### src/rtl/rtc_shadow_pkg.sv
`timescale 1ns/1ps
package rtc_shadow_pkg;
  typedef enum logic [1:0] {
    PTR_HOLD = 2'd0,
    PTR_LOAD = 2'd1,
    PTR_STEP = 2'd2
  } ptr_op_e;
endpackage

### src/rtl/rsb_ptr_unit.sv
`timescale 1ns/1ps
module rsb_ptr_unit
  import rtc_shadow_pkg::*;
#(
  parameter int NREGS = 7,
  parameter int DW    = 8,
  parameter int AW    = 3
) (
  input  logic          clk,
  input  logic          rst,
  input  ptr_op_e       op,
  input  logic [DW-1:0] load_val,
  output logic [AW-1:0] ptr_q,
  output logic          wrap
);
  localparam logic [AW-1:0] LAST = AW'(NREGS - 1);

  logic          in_range;
  logic [AW-1:0] ptr_d;

  assign in_range = (32'(load_val) < NREGS);
  assign wrap     = (op == PTR_STEP) && (ptr_q == LAST);

  always_comb begin
    ptr_d = ptr_q;
    case (op)
      PTR_LOAD: ptr_d = in_range ? load_val[AW-1:0] : '0;
      PTR_STEP: ptr_d = (ptr_q == LAST) ? '0 : ptr_q + AW'(1);
      default:  ptr_d = ptr_q;
    endcase
  end

  always_ff @(posedge clk) begin
    if (rst) ptr_q <= '0;
    else     ptr_q <= ptr_d;
  end
endmodule

### src/rtl/rsb_shadow_bank.sv
`timescale 1ns/1ps
module rsb_shadow_bank #(
  parameter int NREGS = 7,
  parameter int DW    = 8,
  parameter int AW    = 3
) (
  input  logic                clk,
  input  logic                rst,
  input  logic                snap,
  input  logic [NREGS*DW-1:0] live,
  input  logic                wr_en,
  input  logic [AW-1:0]       wr_idx,
  input  logic [DW-1:0]       wr_data,
  input  logic [AW-1:0]       rd_idx,
  output logic [DW-1:0]       rd_data_q
);
  logic [DW-1:0] copy_q [NREGS];

  always_ff @(posedge clk) begin
    if (rst) begin
      for (int i = 0; i < NREGS; i++) copy_q[i] <= '0;
    end else begin
      for (int i = 0; i < NREGS; i++) begin
        if (wr_en && (wr_idx == AW'(i))) copy_q[i] <= wr_data;
        else if (snap)                   copy_q[i] <= live[i*DW +: DW];
      end
    end
  end

  always_ff @(posedge clk) begin
    if (rst) rd_data_q <= '0;
    else     rd_data_q <= copy_q[rd_idx];
  end
endmodule

### src/rtl/rsb_commit.sv
`timescale 1ns/1ps
module rsb_commit #(
  parameter int NREGS = 7,
  parameter int DW    = 8,
  parameter int AW    = 3
) (
  input  logic             clk,
  input  logic             rst,
  input  logic             ack,
  input  logic [AW-1:0]    idx,
  input  logic [DW-1:0]    data,
  output logic [NREGS-1:0] we_q,
  output logic [DW-1:0]    wdata_q
);
  logic [NREGS-1:0] dec;

  for (genvar g = 0; g < NREGS; g++) begin : g_dec
    assign dec[g] = ack && (idx == AW'(g));
  end

  always_ff @(posedge clk) begin
    if (rst) begin
      we_q    <= '0;
      wdata_q <= '0;
    end else begin
      we_q    <= dec;
      wdata_q <= ack ? data : '0;
    end
  end
endmodule

### src/rtl/rtc_shadow_buffer.sv
`timescale 1ns/1ps
module rtc_shadow_buffer
  import rtc_shadow_pkg::*;
#(
  parameter int NREGS = 7,
  parameter int DW    = 8,
  localparam int AW   = (NREGS > 1) ? $clog2(NREGS) : 1
) (
  input  logic                clk,
  input  logic                rst,
  input  logic                start_i,
  input  logic                stop_i,
  input  logic                ptr_load_i,
  input  logic [DW-1:0]       ptr_val_i,
  input  logic                rd_ack_i,
  input  logic                wr_ack_i,
  input  logic [DW-1:0]       wr_data_i,
  input  logic [NREGS*DW-1:0] live_i,
  output logic [AW-1:0]       ptr_o,
  output logic [DW-1:0]       rd_data_o,
  output logic [NREGS-1:0]    cnt_we_o,
  output logic [DW-1:0]       cnt_wdata_o
);
  ptr_op_e op;
  logic    wrap;
  logic    snap;

  always_comb begin
    if (ptr_load_i)               op = PTR_LOAD;
    else if (rd_ack_i || wr_ack_i) op = PTR_STEP;
    else                          op = PTR_HOLD;
  end

  assign snap = start_i || stop_i || wrap;

  rsb_ptr_unit #(.NREGS(NREGS), .DW(DW), .AW(AW)) u_ptr (
    .clk      (clk),
    .rst      (rst),
    .op       (op),
    .load_val (ptr_val_i),
    .ptr_q    (ptr_o),
    .wrap     (wrap)
  );

  rsb_shadow_bank #(.NREGS(NREGS), .DW(DW), .AW(AW)) u_bank (
    .clk       (clk),
    .rst       (rst),
    .snap      (snap),
    .live      (live_i),
    .wr_en     (wr_ack_i),
    .wr_idx    (ptr_o),
    .wr_data   (wr_data_i),
    .rd_idx    (ptr_o),
    .rd_data_q (rd_data_o)
  );

  rsb_commit #(.NREGS(NREGS), .DW(DW), .AW(AW)) u_commit (
    .clk     (clk),
    .rst     (rst),
    .ack     (wr_ack_i),
    .idx     (ptr_o),
    .data    (wr_data_i),
    .we_q    (cnt_we_o),
    .wdata_q (cnt_wdata_o)
  );
endmodule

### config.mk
export PLATFORM = sky130hd
export DESIGN_NAME = rtc_shadow_buffer
export DESIGN_NICKNAME = d
export VERILOG_FILES = /design/src/rtl/rtc_shadow_pkg.sv /design/src/rtl/rsb_ptr_unit.sv /design/src/rtl/rsb_shadow_bank.sv /design/src/rtl/rsb_commit.sv /design/src/rtl/rtc_shadow_buffer.sv
export SDC_FILE = /design/constraint.sdc
export NUM_CORES = 1
export LEC_CHECK = 0
export ABC_AREA = 1
export BUFFER_PORTS_ARGS = -buffer_cell sky130_fd_sc_hd__buf_4
export CAP_MARGIN = 20
export CORE_ASPECT_RATIO = 1.2
export CORE_MARGIN = 5
export CORE_UTILIZATION = 30
export CTS_BUF_LIST = sky130_fd_sc_hd__clkbuf_16
export CTS_CLUSTER_DIAMETER = 30
export DETAILED_ROUTE_END_ITERATION = 6
export GPL_ROUTABILITY_DRIVEN = 0
export PLACE_DENSITY = 0.52
export SYNTH_ARGS = -nofsm -noshare
export SYNTH_HDL_FRONTEND = slang
export SYNTH_SLANG_ARGS = --single-unit
### constraint.sdc
create_clock -name clk -period 5.5 [get_ports clk]
set_input_delay 0.275 -clock clk [delete_from_list [all_inputs] [get_ports clk]]
set_output_delay 0.275 -clock clk [all_outputs]
set_load 0.005 [all_outputs]
Yosys cells after proc, flatten, opt, wreduce, memory -nomap -nowiden
Memories as Yosys holds them, arrays and structs flattened. A register that Yosys moved wholly into a read port is not among the register bits.
Cells that the tools add are included.
{ "totals": {"wordCells": 107, "ramBits": 56, "register_bits": 18, "mem_count": 1, "romBits": 0, "latchBits": 0} }
{ "op_classes": {"n_eq_ne": 8, "shifts": 0, "mux": 64, "n_reduce_logical": 14, "addsub": 1, "n_lt_le_gt_ge": 1, "mul": 0, "div": 0, "n_bitwise": 15} }
{ "mem_list": {"columns": ["name", "words", "width", "rd", "rd_ports_with_merged_regs", "wr", "line", "source"], "rows": [
  ["u_bank.copy_q", 7, 8, 1, 1, 7, "rsb_shadow_bank.sv:17", "logic [DW-1:0] copy_q [NREGS];"]
]} }
{ "op_table": {"columns": ["op", "n"], "rows": [
  ["$mux 8", 14],
  ["$mux 1", 45],
  ["$or 1x1->1", 14],
  ["$eq 3x3->1 const B", 3],
  ["$logic_and 1x1->1", 8],
  ["$lt 8x3->1 const B", 1],
  ["$eq 3x2->1 const B", 2],
  ["$mux 3", 2],
  ["$pmux 3 s2", 1],
  ["$mux 2", 2],
  ["$add 3x1->3 const B", 1],
  ["$eq 3x1->1 const B", 1],
  ["$logic_not 3->1", 1],
  ["$logic_or 1x1->1", 3],
  ["$eq 2x1->1 const B", 1],
  ["$eq 2x2->1 const B", 1],
  ["$reduce_bool 2->1", 1],
  ["$reduce_or 2->1", 1],
  ["$not 1->1", 1]
]} }

Depth between registers and ports, before layout
{ "logic_depth": {"ltp_word": 11, "depth_mapped": 9, "mapped_depth_nobuf": 8} }

Modules after synthesis
Synthesis repeated with hierarchy kept, for this count alone.
{ "unflattened": {"hier_cells": 561, "hier_area_um2": 4229.1} }
{ "by_module_without_submodules": {"columns": ["mod", "cells_per_inst", "area_per_inst_um2", "seq_area_each_um2", "instances"], "rows": [
  ["rsb_shadow_bank", 461, 3528.4, 1841.8, 1],
  ["rsb_commit", 49, 430.4, 300.3, 1],
  ["rsb_ptr_unit", 46, 251.5, 60.1, 1],
  ["rtc_shadow_buffer", 5, 18.8, 0.0, 1]
]} }

Least setup slack after synthesis
OpenSTA, ideal clock, no wires.
{ "synth_path": {"kind": "reg-to-reg", "startpoint": "register u_ptr.ptr_q[1]", "endpoint": "memory u_bank.copy_q[3][0], enable pin", "path_stages_with_launch": 7, "path_slack_ps": 3502, "path_buffers": 1, "arrival_ps": 1685, "synth_period_minus_slack_ps": 1998, "required_time_ps": 5187, "setup_time_ps": 313, "cell_sequence": "dfxtp_1 buf_2 nand2_1 clkinv_1 ha_1 a21oi_1 nand2_1"} }
{ "synth_rtl": {"columns": ["item", "line", "source"], "rows": [
  ["start, declared", "rsb_ptr_unit.sv:13", "output logic [AW-1:0] ptr_q,"],
  ["start signal, assigned", "rsb_ptr_unit.sv:35", "else ptr_q <= ptr_d;"],
  ["end, declared", "rsb_shadow_bank.sv:17", null]
]} }

==> impl_metrics.toml <==
[power]
p_leak_nw = 2.31
worst_ir_drop_vdd_v = 0.000124
power.density_cell_area_nw_per_um2 = 303

[clock_network]
cts_tree = "yes"
cts-buffers-inserted = 9
cts_hold_buf = 0
cts.repair.resized = 0
clkSlewWorstSetupHoldPaths_ps = 60
cts_max_path_buffers = 2
cts.sink_count = 82
cts_setup_buffers = 0
clock_tree.root_cell = "sky130_fd_sc_hd__clkbuf_16"
clkLatencyLatePin_ps = 340
cts.htree.levels = 3

[sta]
fin_crit_ps = 2820
max-slew-margin-rel = 0.317
clock_skew_ps = 10.6
timing.final.setup_violations = 0
hold_viol = 0
rsz0062_at_grt = "false"
worst_slack_ps = 2680
layout_worst_path_cycle_share = 0.512
worst_pin_slew_ps = 1020
slew_viol_final = 0
maxClockFrequency_mhz = 355
totalNegativeSetupSlack_ps = 0

[logic_synthesis]
synthesis.nets = 518
ys_types = 21
yosys.cell_count.top_type = "sky130_fd_sc_hd__nand2_1"
synth_area_um2 = 3800
synthTopCellsByCount = "sky130_fd_sc_hd__nand2_1 (113), sky130_fd_sc_hd__nand3_1 (76), sky130_fd_sc_hd__edfxtp_1 (56)"
postSynthRegisterBits = 82
synth_cells = 438
synth_top_cells_by_area = "sky130_fd_sc_hd__edfxtp_1 (44%), sky130_fd_sc_hd__dfxtp_1 (14%), sky130_fd_sc_hd__nand2_1 (11%)"
netlist.top_cell.by_area = "sky130_fd_sc_hd__edfxtp_1"
synth_enable_flop_cells = 56
synth.avg_cell_area_um2 = 8.67
async_flop_share = 0
synth.yosys.seq_area_share = 0.580
synth_top_area_share = 0.443
ys_dominant_reg_cell = "sky130_fd_sc_hd__edfxtp_1"
synthesis.yosys.warnings = 0

[critical_path]
crit_arrival_ps = 2820
critical_path_s_slowest_cell = "sky130_fd_sc_hd__nand2_2"
crit_path_start_kind = "register"
largest_delay_contributor_family_on_the_critical_path = "simple AND/OR/NAND/NOR gates"
endpoint_kind = "register"
timing_worst_setup_path_type = "reg2reg"
crit_buf_inv = 2
worst_ep_required_time_ps = 5500
worstPathCellList = "nand3_2 -> inv_2 -> nand2_1 -> nand2_2 -> inv_1 -> nand2_1"
cp_max_fo = 58
crit_path_frequent_cell = "sky130_fd_sc_hd__nand2_1"
crit_path_max_incr_delay_ps = 740

[drt]
via_per_inst = 4.74
drt_first_iter_violations = 197
detail_route.drc_violations = 0
vias = 3363
drtPass1Iterations = 4
route.detailed.wl_per_inst_um = 16.9
drt.antenna.violating_nets = 0
sum_of_routed_wire_length_over_all_layers_um = 12000

[grt]
grt_start_max_net_pins = 59
grt_util_all_layers = 0.160
grt_first_pass_wirelength_um = 18400
gr-total-overflow = 0
grt_antenna_before_repair = 0
grt_pass1_vias = 3472

[die]
die-height_um = 133
die-width_um = 113
io-pin-count = 105
initial_utilization = 0.302
die_area_um2 = 15000
placementRows = 45
floorplan.core_area_um2 = 12600

[place]
port_buffers = 104
detailed_place.area_um2 = 4700
dpl_worst_slack_ps = 2720
dp.final_hpwl_um = 8960

[layout]
antenna-diode-count = 0
layout-drive-gt1-share = 0.237
final_instance_area_um2 = 4990
design.final.nets = 620
layout_area_growth_over_synthesis_pct = 31.5

[worst_hold_path]
min-delay-path-class = "in2reg"

[status]
run_status = "finished, final reports clean"

[run]
timing.max_cap.violations = 0
cells in the final DEF (no fill, tap or decap):
cell	n
sky130_fd_sc_hd__inv_1	29
sky130_fd_sc_hd__a21oi_2	1
sky130_fd_sc_hd__nand3_2	1
sky130_fd_sc_hd__edfxtp_1	56
sky130_fd_sc_hd__nand2_2	2
sky130_fd_sc_hd__clkbuf_16	10
sky130_fd_sc_hd__nand3_1	76
sky130_fd_sc_hd__inv_2	3
sky130_fd_sc_hd__dfxtp_1	26
sky130_fd_sc_hd__nor3_1	1
sky130_fd_sc_hd__nor2_4	1
sky130_fd_sc_hd__buf_4	104
sky130_fd_sc_hd__nor2_1	49
sky130_fd_sc_hd__a21oi_1	11
sky130_fd_sc_hd__ha_1	1
sky130_fd_sc_hd__nor2_2	6
sky130_fd_sc_hd__o21ai_0	50
sky130_fd_sc_hd__clkinv_1	4
sky130_fd_sc_hd__nand2_1	113
sky130_fd_sc_hd__bufinv_16	1
final cells by class:
class                      count  area [um2]
clock inverter                 6        48.8
fill                        1256        7560
tap                          164         205
sequential                    82        2200
multi-input combinational    312        1390
inverter                      31         116
clock buffer                  10         250
timing repair buffer         104         781
where the power goes:
group          switching (mW)  internal, mW  leakage, nW
Combinational           0.110        0.0780         1.31
Sequential             0.0164         0.712        0.845
Clock                   0.226         0.371        0.156
registers in the layout (all words and copies together) (netlist names):
name	flops
u_bank.copy_q	56
u_bank.rd_data_q	8
u_commit.wdata_q	8
u_commit.we_q	7
u_ptr.ptr_q	3
worst register-to-register path, stage by stage (launching register included):
cell,delay [ps]
sky130_fd_sc_hd__dfxtp_1,630
sky130_fd_sc_hd__nand3_2,190
sky130_fd_sc_hd__inv_2,70
sky130_fd_sc_hd__nand2_1,50
sky130_fd_sc_hd__nand2_2,750
sky130_fd_sc_hd__inv_1,400
sky130_fd_sc_hd__nand2_1,390
worst paths after layout:
check / slack, ps / startpoint / to / cells past startpoint
max: 2680 / u_ptr.ptr_q[1]$_SDFFE_PP0P_ / u_bank.copy_q[2][1]$_SDFFCE_PN0P_ / 6
min: 250 / live_i[52] / u_bank.copy_q[6][4]$_SDFFCE_PP0P_ / 3
max reg2reg: 2680 / u_ptr.ptr_q[1]$_SDFFE_PP0P_ / u_bank.copy_q[2][1]$_SDFFCE_PN0P_ / 6
min reg2reg: 580 / u_bank.copy_q[2][3]$_SDFFCE_PN0P_ / u_bank.rd_data_q[3]$_SDFF_PP0_ / 4
metrics by stage:
stage / utilization / power [mW] / instances / hold WS [ps]
2_1_floorplan: - / 0.830 / 438 / 466
3_3_place_gp: 0.374 / 0.930 / 693 / 574
3_5_place_dp: 0.374 / 0.931 / 693 / 572
4_1_cts: 0.398 / 1.53 / 709 / 241
5_1_grt: 0.398 / 1.58 / 709 / 250
6_report: 0.398 / 1.51 / 709 / 250
per-layer routing:
metal / global-route usage / wire, um / vias up / part of all wire
li1: - / - / 1684 / -
met1: 0.205 / 5230 / 1562 / 0.44
met2: 0.259 / 5910 / 98 / 0.49
met3: 0.0382 / 578 / 19 / 0.048
met4: 0.0661 / 298 / 0 / 0.025
met5: 0 / 0 / - / 0
kinds of logic (layout without fill, tap and decap cells):
logic type | Yosys count | in the layout | share of synthesized area
fa+ha+maj | 1 | 1 | 0.00329
simple gates | 249 | 249 | 0.280
compound gates | 62 | 62 | 0.0827
flops | 82 | 82 | 0.580
buf+inv | 44 | 151 | 0.0537
(Power assumes the default switching activity.)
